$ cat config.mk
export PLATFORM = sky130hd
export DESIGN_NAME = pipe_skid_ctrl
export DESIGN_NICKNAME = d
export VERILOG_FILES = /design/src/rtl/psk_pkg.sv /design/src/rtl/psk_fifo.sv /design/src/rtl/psk_pack.sv /design/src/rtl/psk_satcnt.sv /design/src/rtl/psk_fsm.sv /design/src/rtl/pipe_skid_ctrl.sv
export SDC_FILE = /design/constraint.sdc
export NUM_CORES = 1
export LEC_CHECK = 0
export BUFFER_PORTS_ARGS = -buffer_cell sky130_fd_sc_hd__buf_2
export CELL_PAD_IN_SITES_DETAIL_PLACEMENT = 0
export CELL_PAD_IN_SITES_GLOBAL_PLACEMENT = 2
export CORE_ASPECT_RATIO = 1.1
export CORE_MARGIN = 4
export CORE_UTILIZATION = 30
export DETAILED_ROUTE_END_ITERATION = 10
export PLACE_DENSITY_LB_ADDON = 0.15
export SYNTH_ARGS = -nofsm -noshare
export SYNTH_HDL_FRONTEND = slang
export SYNTH_SLANG_ARGS = --single-unit
$ cat constraint.sdc
create_clock -name clk -period 7.8 [get_ports clk]
set_clock_uncertainty 0.05 [all_clocks]
set_input_delay 1.17 -clock clk [delete_from_list [all_inputs] [get_ports clk]]
set_output_delay 1.17 -clock clk [all_outputs]
set_load 0.005 [all_outputs]
$ cat src/rtl/psk_pkg.sv
package psk_pkg;

    typedef enum logic [2:0] {
        ST_IDLE  = 3'd0,
        ST_RUN   = 3'd1,
        ST_BLOCK = 3'd2,
        ST_UNBLK = 3'd3,
        ST_SQSH  = 3'd4
    } psk_state_e;

endpackage

$ cat src/rtl/psk_fifo.sv
module psk_fifo #(
    parameter int BW    = 72,
    parameter int DEPTH = 4
) (
    input  logic          clk,
    input  logic          rst_n,
    input  logic          push,
    input  logic          pop,
    input  logic          flush,
    input  logic [BW-1:0] din,
    output logic [BW-1:0] head,
    output logic          empty,
    output logic          one_left,
    output logic          full
);
    localparam int AW = (DEPTH > 1) ? $clog2(DEPTH) : 1;
    localparam int CW = $clog2(DEPTH + 1);

    logic [BW-1:0] mem [DEPTH];
    logic [AW-1:0] wp, rp;
    logic [CW-1:0] cnt;
    logic          push_ok, pop_ok;

    assign empty    = (cnt == '0);
    assign full     = (cnt == CW'(DEPTH));
    assign one_left = (cnt == CW'(1));
    assign pop_ok   = pop && !empty;
    assign push_ok  = push && (!full || pop_ok);
    assign head     = mem[rp];

    always_ff @(posedge clk) begin
        if (push_ok && !flush) mem[wp] <= din;
    end

    always_ff @(posedge clk) begin
        if (!rst_n || flush) begin
            wp  <= '0;
            rp  <= '0;
            cnt <= '0;
        end else begin
            if (push_ok) wp <= (wp == AW'(DEPTH - 1)) ? '0 : wp + 1'b1;
            if (pop_ok)  rp <= (rp == AW'(DEPTH - 1)) ? '0 : rp + 1'b1;
            cnt <= cnt + CW'(push_ok) - CW'(pop_ok);
        end
    end

    // a producer that obeys up_stall never writes into a full buffer
    p_push_room_r4: assert property (@(posedge clk) disable iff (!rst_n)
        (push && !flush) |-> (!full || pop));

    // a flush leaves the buffer empty on the following cycle
    p_flush_clears_r6: assert property (@(posedge clk) disable iff (!rst_n)
        flush |=> empty);
endmodule

$ cat src/rtl/psk_pack.sv
module psk_pack #(
    parameter int LANES  = 4,
    parameter int DATA_W = 16
) (
    input  logic                      en,
    input  logic [LANES-1:0]          vld,
    input  logic [LANES-1:0]          kill,
    input  logic [LANES*DATA_W-1:0]   din,
    output logic [LANES-1:0]          ov,
    output logic [LANES*DATA_W-1:0]   dout,
    output logic [$clog2(LANES+1)-1:0] n_out,
    output logic [$clog2(LANES+1)-1:0] n_drop
);
    localparam int CW = $clog2(LANES + 1);

    always_comb begin
        int k;
        int d;
        ov   = '0;
        dout = '0;
        k    = 0;
        d    = 0;
        for (int i = 0; i < LANES; i++) begin
            if (en && vld[i]) begin
                if (kill[i]) begin
                    d = d + 1;
                end else begin
                    ov[k]                  = 1'b1;
                    dout[k*DATA_W +: DATA_W] = din[i*DATA_W +: DATA_W];
                    k = k + 1;
                end
            end
        end
        n_out  = CW'(k);
        n_drop = CW'(d);
    end
endmodule

$ cat src/rtl/psk_satcnt.sv
module psk_satcnt #(
    parameter int CNT_W = 32,
    parameter int INC_W = 3
) (
    input  logic             clk,
    input  logic             rst_n,
    input  logic [INC_W-1:0] inc,
    output logic [CNT_W-1:0] cnt
);
    logic [CNT_W:0] sum;

    assign sum = {1'b0, cnt} + (CNT_W + 1)'(inc);

    always_ff @(posedge clk) begin
        if (!rst_n)          cnt <= '0;
        else if (sum[CNT_W]) cnt <= '1;
        else                 cnt <= sum[CNT_W-1:0];
    end

    // once at the ceiling the count stays there
    p_sat_hold_r9: assert property (@(posedge clk) disable iff (!rst_n)
        (cnt == '1) |=> (cnt == '1));
endmodule

$ cat src/rtl/psk_fsm.sv
module psk_fsm
    import psk_pkg::*;
(
    input  logic       clk,
    input  logic       rst_n,
    input  logic       live_any,
    input  logic       any_stall,
    input  logic       squash,
    input  logic       rob_busy,
    input  logic       buf_empty,
    input  logic       buf_one,
    output psk_state_e st,
    output logic       fwd_en,
    output logic       sel_buf,
    output logic       push,
    output logic       pop,
    output logic       flush,
    output logic       up_stall
);
    psk_state_e nxt;

    always_ff @(posedge clk) begin
        if (!rst_n) st <= ST_IDLE;
        else        st <= nxt;
    end

    always_comb begin
        nxt      = st;
        fwd_en   = 1'b0;
        sel_buf  = 1'b0;
        push     = 1'b0;
        pop      = 1'b0;
        flush    = 1'b0;
        up_stall = (st == ST_BLOCK) || (st == ST_UNBLK);
        if (squash) begin
            flush = 1'b1;
            nxt   = ST_SQSH;
        end else begin
            unique case (st)
                ST_IDLE, ST_RUN: begin
                    if (any_stall) begin
                        push = live_any;
                        nxt  = ST_BLOCK;
                    end else begin
                        fwd_en = 1'b1;
                        nxt    = live_any ? ST_RUN : ST_IDLE;
                    end
                end
                ST_BLOCK: begin
                    push = live_any;
                    if (!any_stall)
                        nxt = (buf_empty && !live_any) ? ST_RUN : ST_UNBLK;
                end
                ST_UNBLK: begin
                    push = live_any;
                    if (any_stall) begin
                        nxt = ST_BLOCK;
                    end else begin
                        fwd_en  = 1'b1;
                        sel_buf = 1'b1;
                        pop     = 1'b1;
                        nxt     = (buf_one && !live_any) ? ST_RUN : ST_UNBLK;
                    end
                end
                ST_SQSH: begin
                    if (!rob_busy) nxt = ST_RUN;
                end
                default: nxt = ST_IDLE;
            endcase
        end
    end

    // draining always has a bundle to take
    p_unblk_has_data_r5: assert property (@(posedge clk) disable iff (!rst_n)
        (st == ST_UNBLK) |-> !buf_empty);
endmodule

$ cat src/rtl/pipe_skid_ctrl.sv
module pipe_skid_ctrl
    import psk_pkg::*;
#(
    parameter int LANES      = 4,
    parameter int DATA_W     = 16,
    parameter int SKID_DEPTH = 4,
    parameter int CNT_W      = 32
) (
    input  logic                     clk,
    input  logic                     rst_n,
    input  logic [LANES-1:0]         in_valid,
    input  logic [LANES-1:0]         in_kill,
    input  logic [LANES*DATA_W-1:0]  in_data,
    input  logic                     rn_stall,
    input  logic                     ex_stall,
    input  logic                     cm_stall,
    input  logic                     cm_squash,
    input  logic                     cm_rob_busy,
    output logic [LANES-1:0]         out_valid,
    output logic [LANES*DATA_W-1:0]  out_data,
    output logic                     up_stall,
    output logic [2:0]               state_o,
    output logic [CNT_W-1:0]         cnt_idle,
    output logic [CNT_W-1:0]         cnt_block,
    output logic [CNT_W-1:0]         cnt_unblk,
    output logic [CNT_W-1:0]         cnt_squash,
    output logic [CNT_W-1:0]         cnt_fwd,
    output logic [CNT_W-1:0]         cnt_drop
);
    localparam int PW = LANES * DATA_W;
    localparam int BW = 2 * LANES + PW;
    localparam int NW = $clog2(LANES + 1);
    localparam int NCYC = 4;

    psk_state_e        st;
    logic              fwd_en, sel_buf, push, pop, flush;
    logic              buf_empty, buf_one, buf_full;
    logic              any_stall, live_any;
    logic [BW-1:0]     live_bdl, head_bdl, src_bdl;
    logic [NW-1:0]     n_out, n_drop;
    logic [NCYC-1:0]   cyc_flag;
    logic [CNT_W-1:0]  cyc_cnt [NCYC];

    assign any_stall = rn_stall | ex_stall | cm_stall;
    assign live_any  = |in_valid;
    assign live_bdl  = {in_valid, in_kill, in_data};
    assign src_bdl   = sel_buf ? head_bdl : live_bdl;
    assign state_o   = st;

    psk_fsm u_fsm (
        .clk       (clk),
        .rst_n     (rst_n),
        .live_any  (live_any),
        .any_stall (any_stall),
        .squash    (cm_squash),
        .rob_busy  (cm_rob_busy),
        .buf_empty (buf_empty),
        .buf_one   (buf_one),
        .st        (st),
        .fwd_en    (fwd_en),
        .sel_buf   (sel_buf),
        .push      (push),
        .pop       (pop),
        .flush     (flush),
        .up_stall  (up_stall)
    );

    psk_fifo #(.BW(BW), .DEPTH(SKID_DEPTH)) u_skid (
        .clk      (clk),
        .rst_n    (rst_n),
        .push     (push),
        .pop      (pop),
        .flush    (flush),
        .din      (live_bdl),
        .head     (head_bdl),
        .empty    (buf_empty),
        .one_left (buf_one),
        .full     (buf_full)
    );

    psk_pack #(.LANES(LANES), .DATA_W(DATA_W)) u_pack (
        .en     (fwd_en),
        .vld    (src_bdl[BW-1 -: LANES]),
        .kill   (src_bdl[PW +: LANES]),
        .din    (src_bdl[PW-1:0]),
        .ov     (out_valid),
        .dout   (out_data),
        .n_out  (n_out),
        .n_drop (n_drop)
    );

    assign cyc_flag = {st == ST_SQSH, st == ST_UNBLK, st == ST_BLOCK, st == ST_IDLE};

    for (genvar g = 0; g < NCYC; g++) begin : g_cyc
        psk_satcnt #(.CNT_W(CNT_W), .INC_W(1)) u_cnt (
            .clk   (clk),
            .rst_n (rst_n),
            .inc   (cyc_flag[g]),
            .cnt   (cyc_cnt[g])
        );
    end

    assign cnt_idle   = cyc_cnt[0];
    assign cnt_block  = cyc_cnt[1];
    assign cnt_unblk  = cyc_cnt[2];
    assign cnt_squash = cyc_cnt[3];

    psk_satcnt #(.CNT_W(CNT_W), .INC_W(NW)) u_fwd_cnt (
        .clk (clk), .rst_n (rst_n), .inc (n_out), .cnt (cnt_fwd)
    );

    psk_satcnt #(.CNT_W(CNT_W), .INC_W(NW)) u_drop_cnt (
        .clk (clk), .rst_n (rst_n), .inc (n_drop), .cnt (cnt_drop)
    );

    // a stall request outside a flush lands in BLOCK
    p_stall_blocks_r2: assert property (@(posedge clk) disable iff (!rst_n)
        (any_stall && !cm_squash && st != ST_SQSH) |=> (state_o == 3'd2));

    // waiting states forward nothing
    p_quiet_wait_r2: assert property (@(posedge clk) disable iff (!rst_n)
        (st == ST_BLOCK || st == ST_SQSH) |-> (out_valid == '0));

    // a flush always lands in SQSH
    p_squash_enters_r6: assert property (@(posedge clk) disable iff (!rst_n)
        cm_squash |=> (state_o == 3'd4));

    // forwarded lanes are packed from lane 0
    p_packed_lanes_r7: assert property (@(posedge clk) disable iff (!rst_n)
        ((out_valid & (out_valid + 1'b1)) == '0));

    // the producer is held for the whole drain
    p_hold_up_r3: assert property (@(posedge clk) disable iff (!rst_n)
        (state_o == 3'd3) |-> up_stall);

    logic unused_full;
    assign unused_full = buf_full;
endmodule

== Yosys cells after proc, flatten, opt, wreduce, memory -nomap -nowiden ==
Memories as Yosys holds them, arrays and structs flattened. A register that Yosys moved wholly into a read port is not among the register bits.
Cells that the tools add are included.

* Register bits after elaboration: 202
* Memory bits (writable): 288
* Word-level logic and storage cells: 162
* Memories kept: 1

* Add/sub/neg operators: 19
* $lt $le $gt $ge: 6
* Equality and inequality tests: 12
* Shift operators: 6
* Mux-type cells: 72
* Bitwise gates (word level): 6
* Reduce and logical (&&, ||, !) cells: 29

{| class="wikitable"
|+ Memory list
! name !! depth !! bits a word !! rd ports !! clocked after Yosys merged registers in !! write ports !! RTL line !! text
|-
| u_skid.mem || 4 || 72 || 1 || 1 || 1 || psk_fifo.sv:19 || <nowiki>logic [BW-1:0] mem [DEPTH];</nowiki>
|}

{| class="wikitable"
|+ Operator list
! kind !! number
|-
| $mux W64 || 6
|-
| $mux W32 || 11
|-
| $bwmux W64 || 3
|-
| $shift A16 B33 Y64 const A || 3
|-
| $shiftx A16 B33 Y64 || 3
|-
| $add A32 B1 Y33 || 4
|-
| $neg A32 Y33 || 3
|-
| $ge A32 B1 Y1 const B || 3
|-
| $lt A32 B4 Y1 const B || 3
|-
| $mux W72 || 1
|-
| $add A32 B3 Y33 || 2
|-
| $add A32 B2 Y32 const B || 2
|-
| $mux W3 || 13
|-
| $mux W16 || 2
|-
| $mux W4 || 6
|-
| $mux W1 || 19
|-
| $logic_and A1 B1 Y1 || 12
|-
| $mux W2 || 6
|-
| $pmux W3 S4 || 1
|-
| $add A3 B2 Y3 const B || 3
|-
| $or A4 B4 Y4 || 2
|-
| $demux W1 S2 || 3
|-
| $eq A3 B1 Y1 const B || 2
|-
| $eq A3 B2 Y1 const B || 2
|-
| 19 further kinds || 35
|}

== Longest topological paths before layout ==
* Depth after elaboration: 21
* Mapped depth: 27
* Depth with buffers taken out: 21

== Modules after synthesis ==
A second synthesis with hierarchy kept.

* Cell total of the unflattened synthesis: 1,859
* Area, all modules: 24,130.6 um^2

{| class="wikitable"
|+ By module, submodules not included
! module !! times used !! cells each !! area each (um^2)
|-
| psk_fifo || 1 || 428 || 10,874.2
|-
| psk_satcnt (g_cyc[0].u_cnt ...) || 4 || 168 || 1,490.2
|-
| psk_satcnt (u_drop_cnt ...) || 2 || 211 || 1,881.8
|-
| psk_pack || 1 || 227 || 2,069.5
|-
| pipe_skid_ctrl || 1 || 86 || 1,267.5
|-
| psk_fsm || 1 || 24 || 195.2
|}

== Least setup slack after synthesis ==
OpenSTA, ideal clock, no wires.

* Path kind: input -> register
* From: input port ex_stall
* To: register u_fwd_cnt.cnt[10]
* Arrival time: 7.013 ns
* Slack: 0.666 ns
* Cell stages on the path: 27
* Buffers on the path: 7
* Cells stage by stage: or3_1 -> clkbuf_1 -> nor2_1 -> buf_2 -> buf_2 -> buf_2 -> o21ai_0 -> ha_1 -> nand2_1 -> a21oi_1 -> inv_1 -> ha_1 -> buf_1 -> nor4b_1 -> a21oi_1 -> ha_1 -> nand2_1 -> nand2_1 -> ha_1 -> nor2b_1 -> o21ai_0 -> nor4_1 -> nand3_1 -> or2_2 -> buf_2 -> buf_1 -> a21oi_1

* Longest elaborated chain between the ends: 19
* Elaborated cells on any way between the ends: 25

{| class="wikitable"
|+ Ends and longest elaborated chain
! what !! RTL line !! text
|-
| start: declaration || pipe_skid_ctrl.sv:15 || <nowiki>input logic ex_stall,</nowiki>
|-
| $or A1 B1 Y1 * (2 in a row) || pipe_skid_ctrl.sv:44 || <nowiki>assign any_stall = rn_stall | ex_stall | cm_stall;</nowiki>
|-
| $mux W1 * || psk_fsm.sv:41, psk_fsm.sv:56 ||
|-
| $mux W1 || psk_fsm.sv:39 || <nowiki>unique case (st)</nowiki>
|-
| $mux W1 || psk_fsm.sv:35 || <nowiki>if (squash) begin</nowiki>
|-
| $mux W72 || pipe_skid_ctrl.sv:47 || <nowiki>assign src_bdl = sel_buf ? head_bdl : live_bdl;</nowiki>
|-
| $mux W1 / $logic_and A1 B1 Y1 (equally long branches) || psk_pack.sv:25, psk_pack.sv:24 ||
|-
| $mux W32 || psk_pack.sv:24 || <nowiki>if (en && vld[i]) begin</nowiki>
|-
| $add A32 B2 Y32 || psk_pack.sv:30 || <nowiki>k = k + 1;</nowiki>
|-
| (+2 left out) || n/a ||
|-
| $add A32 B2 Y32 || psk_pack.sv:30 ||
|-
| $mux W32 || psk_pack.sv:25 || <nowiki>if (kill[i]) begin</nowiki>
|-
| $mux W32 || psk_pack.sv:24 ||
|-
| $add A3 B2 Y3 || psk_pack.sv:30 ||
|-
| $mux W3 || psk_pack.sv:25 ||
|-
| $mux W3 * || psk_pack.sv:24 ||
|-
| $add A32 B3 Y33 * || psk_satcnt.sv:12 || <nowiki>assign sum = {1'b0, cnt} + (CNT_W + 1)'(inc);</nowiki>
|-
| $mux W32 * || psk_satcnt.sv:16 || <nowiki>else if (sum[CNT_W]) cnt <= '1;</nowiki>
|-
| end signal: assignment || psk_satcnt.sv:17 || <nowiki>else cnt <= sum[CNT_W-1:0];</nowiki>
|-
| end: declaration || psk_satcnt.sv:8 || <nowiki>output logic [CNT_W-1:0] cnt</nowiki>
|}

Every way passes the cells marked *; elsewhere a longest branch is shown, timed or not.
A chain may end at the register's enable or synchronous reset.

== Worst setup path after layout ==
* From: input port ex_stall
* To: output port out_data[1]

* Longest elaborated chain between the ends: 19
* Elaborated cells on any way between the ends: 40

{| class="wikitable"
|+ Ends and longest elaborated chain
! what !! RTL line !! text
|-
| $or A1 B1 Y1 * (2 in a row) || pipe_skid_ctrl.sv:44 ||
|-
| $mux W1 * || psk_fsm.sv:41, psk_fsm.sv:56 ||
|-
| $mux W1 || psk_fsm.sv:39 ||
|-
| $mux W1 || psk_fsm.sv:35 ||
|-
| $mux W72 || pipe_skid_ctrl.sv:47 ||
|-
| $mux W1 / $logic_and A1 B1 Y1 (equally long branches) || psk_pack.sv:25, psk_pack.sv:24 ||
|-
| $mux W32 || psk_pack.sv:24 ||
|-
| $add A32 B2 Y32 / $neg A32 Y33 (equally long branches) || psk_pack.sv:30, psk_pack.sv:29 ||
|-
| (+2 left out) || n/a ||
|-
| $add A32 B2 Y32 (tied with other cells) || psk_pack.sv:30 ||
|-
| $mux W32 (tied with other cells) || psk_pack.sv:25 ||
|-
| $mux W32 / $bwmux W64 (equally long branches) || psk_pack.sv:24, psk_pack.sv:29 ||
|-
| $neg A32 Y33 / $mux W64 (equally long branches) || psk_pack.sv:29, psk_pack.sv:25 ||
|-
| $shiftx A16 B33 Y64 (tied with other cells) || psk_pack.sv:29 || <nowiki>dout[k*DATA_W +: DATA_W] = din[i*DATA_W +: DATA_W];</nowiki>
|-
| $bwmux W64 || psk_pack.sv:29 ||
|-
| $mux W64 || psk_pack.sv:25 ||
|-
| $mux W64 * || psk_pack.sv:24 ||
|-
| end: declaration || pipe_skid_ctrl.sv:20 || <nowiki>output logic [LANES*DATA_W-1:0] out_data,</nowiki>
|}

Marked as above.

==> parameters.txt <==
Parameter                              Value

STA
  Least-Margin Pin Slew ... 1.24 ns
  Setup repair after global routing missed its margin ... false
  Headroom to the max-slew limit ... 0.173
  Maximum clock rate ... 139 MHz
  Period minus WS final ... 7.20 ns
  Hold WS ... 0.482 ns
  Setup Viol. Count Final ... 0
  Hold Violations, Final ... 0
  Crit share post-route ... 0.923
  Max Slew Vio Count ... 0
  Setup_tns ... 0 ns

Min path
  Hold Path Cell Cnt ... 2
  Worst hold endpoint ... g_cyc[0].u_cnt.cnt[30]$_SDFF_PN0_
  Beginning of the worst hold path ... g_cyc[0].u_cnt.cnt[30]$_SDFF_PN0_
  Kind of path behind the tightest hold check ... register to register

Synth
  Number of instances in the synthesized netlist ... 1793
  Async set-reset flop share out of synthesis ... 0
  Leading cell types by total area after synthesis ... sky130_fd_sc_hd__edfxtp_1 38%, sky130_fd_sc_hd__dfxtp_1 18%, sky130_fd_sc_hd__mux4_2 6.8%
  EDFF count, synth ... 288
  Avg Cell Area, Syn ... 12.6 sq um
  Most numerous cell types in the synthesized netlist ... 288 x sky130_fd_sc_hd__edfxtp_1, 204 x sky130_fd_sc_hd__dfxtp_1, 185 x sky130_fd_sc_hd__a21oi_1
  Post-synth top flop ... sky130_fd_sc_hd__edfxtp_1
  Top-area cell type share of the netlist area ... 0.383
  Count leader, synth ... sky130_fd_sc_hd__edfxtp_1
  Cell variety after synth ... 82
  Cell Area, Synth ... 22600 sq um
  Synth Net Count ... 1908
  Sequential-to-total area share from yosys stat ... 0.564
  FF+latch count, synth ... 492
  Cell taking the most area after synthesis ... sky130_fd_sc_hd__edfxtp_1
  Yosys warning count ... 0

Die
  Overall die area ... 79700 sq um
  Starting density of the core ... 0.303
  Count of standard-cell rows ... 105
  Horizontal extent of the die ... 270 um
  Area of the core ... 74600 sq um
  Vertical die dimension ... 296 um
  Number of primary I/O pins ... 343

GRT
  First-pass GRT wire length ... 105000 um
  Antenna violations before repair ... 6
  Via count of the first global-routing pass ... 16429
  Overflow after GRT ... 0
  Maximum number of pins on one net before global-route repair ... 108
  Total routing usage reported by global routing ... 0.170

Place
  Placed Cells ... 3033
  Weighted congestion at the end of routability-driven global placement ... 0.784
  Total of buffers placed on input and output ports ... 342
  Instance area at placement ... 25300 sq um
  Post-detailed-placement half-perimeter wirelength ... 48600 um

Cells and area
  Final Cell Area ... 27000 sq um
  Area overhead of the layout relative to synthesis ... 19.8%
  Final standard cell count with taps included and fillers excluded ... 3137
  Ratio of cells with drive above 1 in the final layout ... 0.262
  Number of fill cells in the layout ... 7418
  Net count reported at finish ... 2242

Clock network
  TritonCTS clock tree ... built
  Inserted Clock Buffers ... 55
  Post-cts gate resize count ... 0
  Clk slew on worst S/H paths ... 0.06 ns
  Clk sinks ... 492
  Number of hold buffers added after cts ... 0
  Root buffer cell ... sky130_fd_sc_hd__clkbuf_16
  Number of setup buffers added after CTS ... 0
  H-tree levels ... 2
  Number of buffers between clock root and the deepest sink ... 3
  Clock Latency Late Sink ... 0.59 ns

Worst setup path
  Destination of the worst register-to-register timing path ... u_fwd_cnt.cnt[25]$_SDFF_PN0_
  Kind of end point of the critical path ... output port
  Required arrival time at the worst endpoint ... 6.58 ns
  Cell Chain, Critical Path ... buf_2, or3_1, o21ai_1, nand4_1, ha_1, nand2_1, a21oi_1, inv_1, ha_1, o21ai_0, ha_1, nor3b_1, nand2_1, o31ai_4, buf_4, mux2i_1, buf_2
  Slowest stage cell on the critical path ... sky130_fd_sc_hd__or3_1
  Slack of the worst reg-to-reg path ... 1.14 ns
  Start-to-end type of the worst setup path ... input port to output port
  Cell mode on critical path ... sky130_fd_sc_hd__ha_1
  Arrival time worst endpoint ... 5.98 ns
  Largest fanout on the critical path ... 14
  Startpoint class of the critical path ... input port
  Critical Path Max Stage Delay ... 0.52 ns
  Origin of the critical flop-to-flop path ... u_fsm.st[1]$_SDFFE_PP0P_
  Depth of the most critical reg-to-reg path ... 22

Drt
  Drt initial violations ... 803
  Count of vias placed by the detailed router ... 15748
  Total length of routed wires ... 70100 um
  Number of nets with antenna violations after routing ... 0
  Via density per instance ... 5.02
  Average detailed-routed wire length per instance ... 22.3 um
  Total iterations of the first detailed-routing run ... 5
  # DRC ... 0

Status
  Result of the run ... finished clean

Pwr
  Leakage power figure ... 0.00991 uW
  Power density relative to cell area ... 205 nW/um^2
  VDD IR-drop max ... 0.158 mV
  Total power ... 5540 uW

Run
  Count of maximum capacitance violations ... 0
-- state kept, by name (all words and copies together) (netlist names), named ones only --
name,count
u_skid.mem,288
u_skid.cnt,3
u_fwd_cnt.cnt,32
u_skid.rp,2
u_fsm.st,3
g_cyc.u_cnt.cnt,128
u_skid.wp,2
u_drop_cnt.cnt,32
-- where the power goes --
group / internal, uW / switching (uW)
clock: 1480 / 1050
combinational: 67.6 / 129
sequential: 2790 / 13.2
-- metrics by stage --
step	util	worst slack [ns]
floorplan	-	0.666
global placement	0.339	0.394
detailed placement	0.339	0.296
CTS	0.362	0.705
global route	0.362	0.387
finish	0.362	0.603
-- final cells by class --
type	count	area (sq um)	share of cell area
clock inverter	20	186	0.00689
inverter	39	151	0.00560
sequential	492	12700	0.471
timing repair buffer	368	1910	0.0705
multi-input combinational	1171	9290	0.343
antenna	2	5.00	0.000185
tap	963	1200	0.0445
clock buffer	82	1570	0.0580
-- critical path: cells and delay by family --
kind / cells / cell delay, ns
AOI/OAI and AO/OA: 4 / 1.12
adders and majority gates: 3 / 1.18
buffers and inverters: 4 / 0.79
muxes: 1 / 0.44
and+or+nand+nor: 5 / 1.25
-- per-layer routing --
metal | track usage | part of all wire
met1 | 0.196 | 0.40
met2 | 0.307 | 0.50
met3 | 0.0530 | 0.072
met4 | 0.0451 | 0.025
met5 | 0 | 0.00014
-- how the worst max path moves through the flow --
stage / startpoint / endpoint / slack [ns] / cells after the start
finish: ex_stall / out_data[1] / 0.60 / 17
global route: ex_stall / out_data[1] / 0.39 / 17
CTS: ex_stall / out_data[52] / 0.71 / 15
detailed placement: ex_stall / u_fwd_cnt.cnt[25]$_SDFF_PN0_ / 0.30 / 23
global placement: ex_stall / u_fwd_cnt.cnt[25]$_SDFF_PN0_ / 0.39 / 23
floorplan: ex_stall / u_fwd_cnt.cnt[10]$_SDFF_PN0_ / 0.67 / 27
-- logic make-up (layout without fill, tap and decap cells) --
logic type	count (synthesis)	in the layout	synth area share
AND/OR/NAND/NOR	474	474	0.113
buffers and inverters	130	509	0.0258
flip-flops	492	492	0.564
other	0	2	0
XOR/XNOR	160	160	0.0621
multiplexers	202	202	0.131
AO/OA/AOI/OAI	299	299	0.0832
adder cells (fa/ha/maj)	36	36	0.0209
-- cells in the final DEF (no fill, tap or decap), types with 4 or more instances in the layout --
master and count:
sky130_fd_sc_hd__nand3_1 89, sky130_fd_sc_hd__mux4_1 4, sky130_fd_sc_hd__nor4_1 8, sky130_fd_sc_hd__nor2b_1 6
sky130_fd_sc_hd__and4_1 14, sky130_fd_sc_hd__or2_2 7, sky130_fd_sc_hd__nand2_1 92, sky130_fd_sc_hd__dfxtp_1 202
sky130_fd_sc_hd__mux2i_1 119, sky130_fd_sc_hd__mux2_2 10, sky130_fd_sc_hd__inv_1 37, sky130_fd_sc_hd__o22ai_1 6
sky130_fd_sc_hd__clkinv_2 9, sky130_fd_sc_hd__o211a_1 5, sky130_fd_sc_hd__o21a_1 18, sky130_fd_sc_hd__a31oi_1 5
sky130_fd_sc_hd__o22ai_2 10, sky130_fd_sc_hd__nand2b_1 27, sky130_fd_sc_hd__a2bb2oi_1 11, sky130_fd_sc_hd__mux4_2 68
sky130_fd_sc_hd__clkbuf_8 7, sky130_fd_sc_hd__nor3_1 37, sky130_fd_sc_hd__and2_4 4, sky130_fd_sc_hd__xor2_1 106
sky130_fd_sc_hd__clkbuf_1 19, sky130_fd_sc_hd__a211oi_1 4, sky130_fd_sc_hd__nand4_1 36, sky130_fd_sc_hd__clkbuf_16 56
sky130_fd_sc_hd__a21oi_1 185, sky130_fd_sc_hd__nor2_1 69, sky130_fd_sc_hd__xnor2_1 54, sky130_fd_sc_hd__o32a_1 11
sky130_fd_sc_hd__a21o_1 6, sky130_fd_sc_hd__o21ai_0 15, sky130_fd_sc_hd__clkinv_1 5, sky130_fd_sc_hd__ha_1 33
sky130_fd_sc_hd__edfxtp_1 288, sky130_fd_sc_hd__buf_2 342, sky130_fd_sc_hd__and3_1 46, sky130_fd_sc_hd__buf_4 26
No activity file was read; power rests on OpenSTA's default activity.
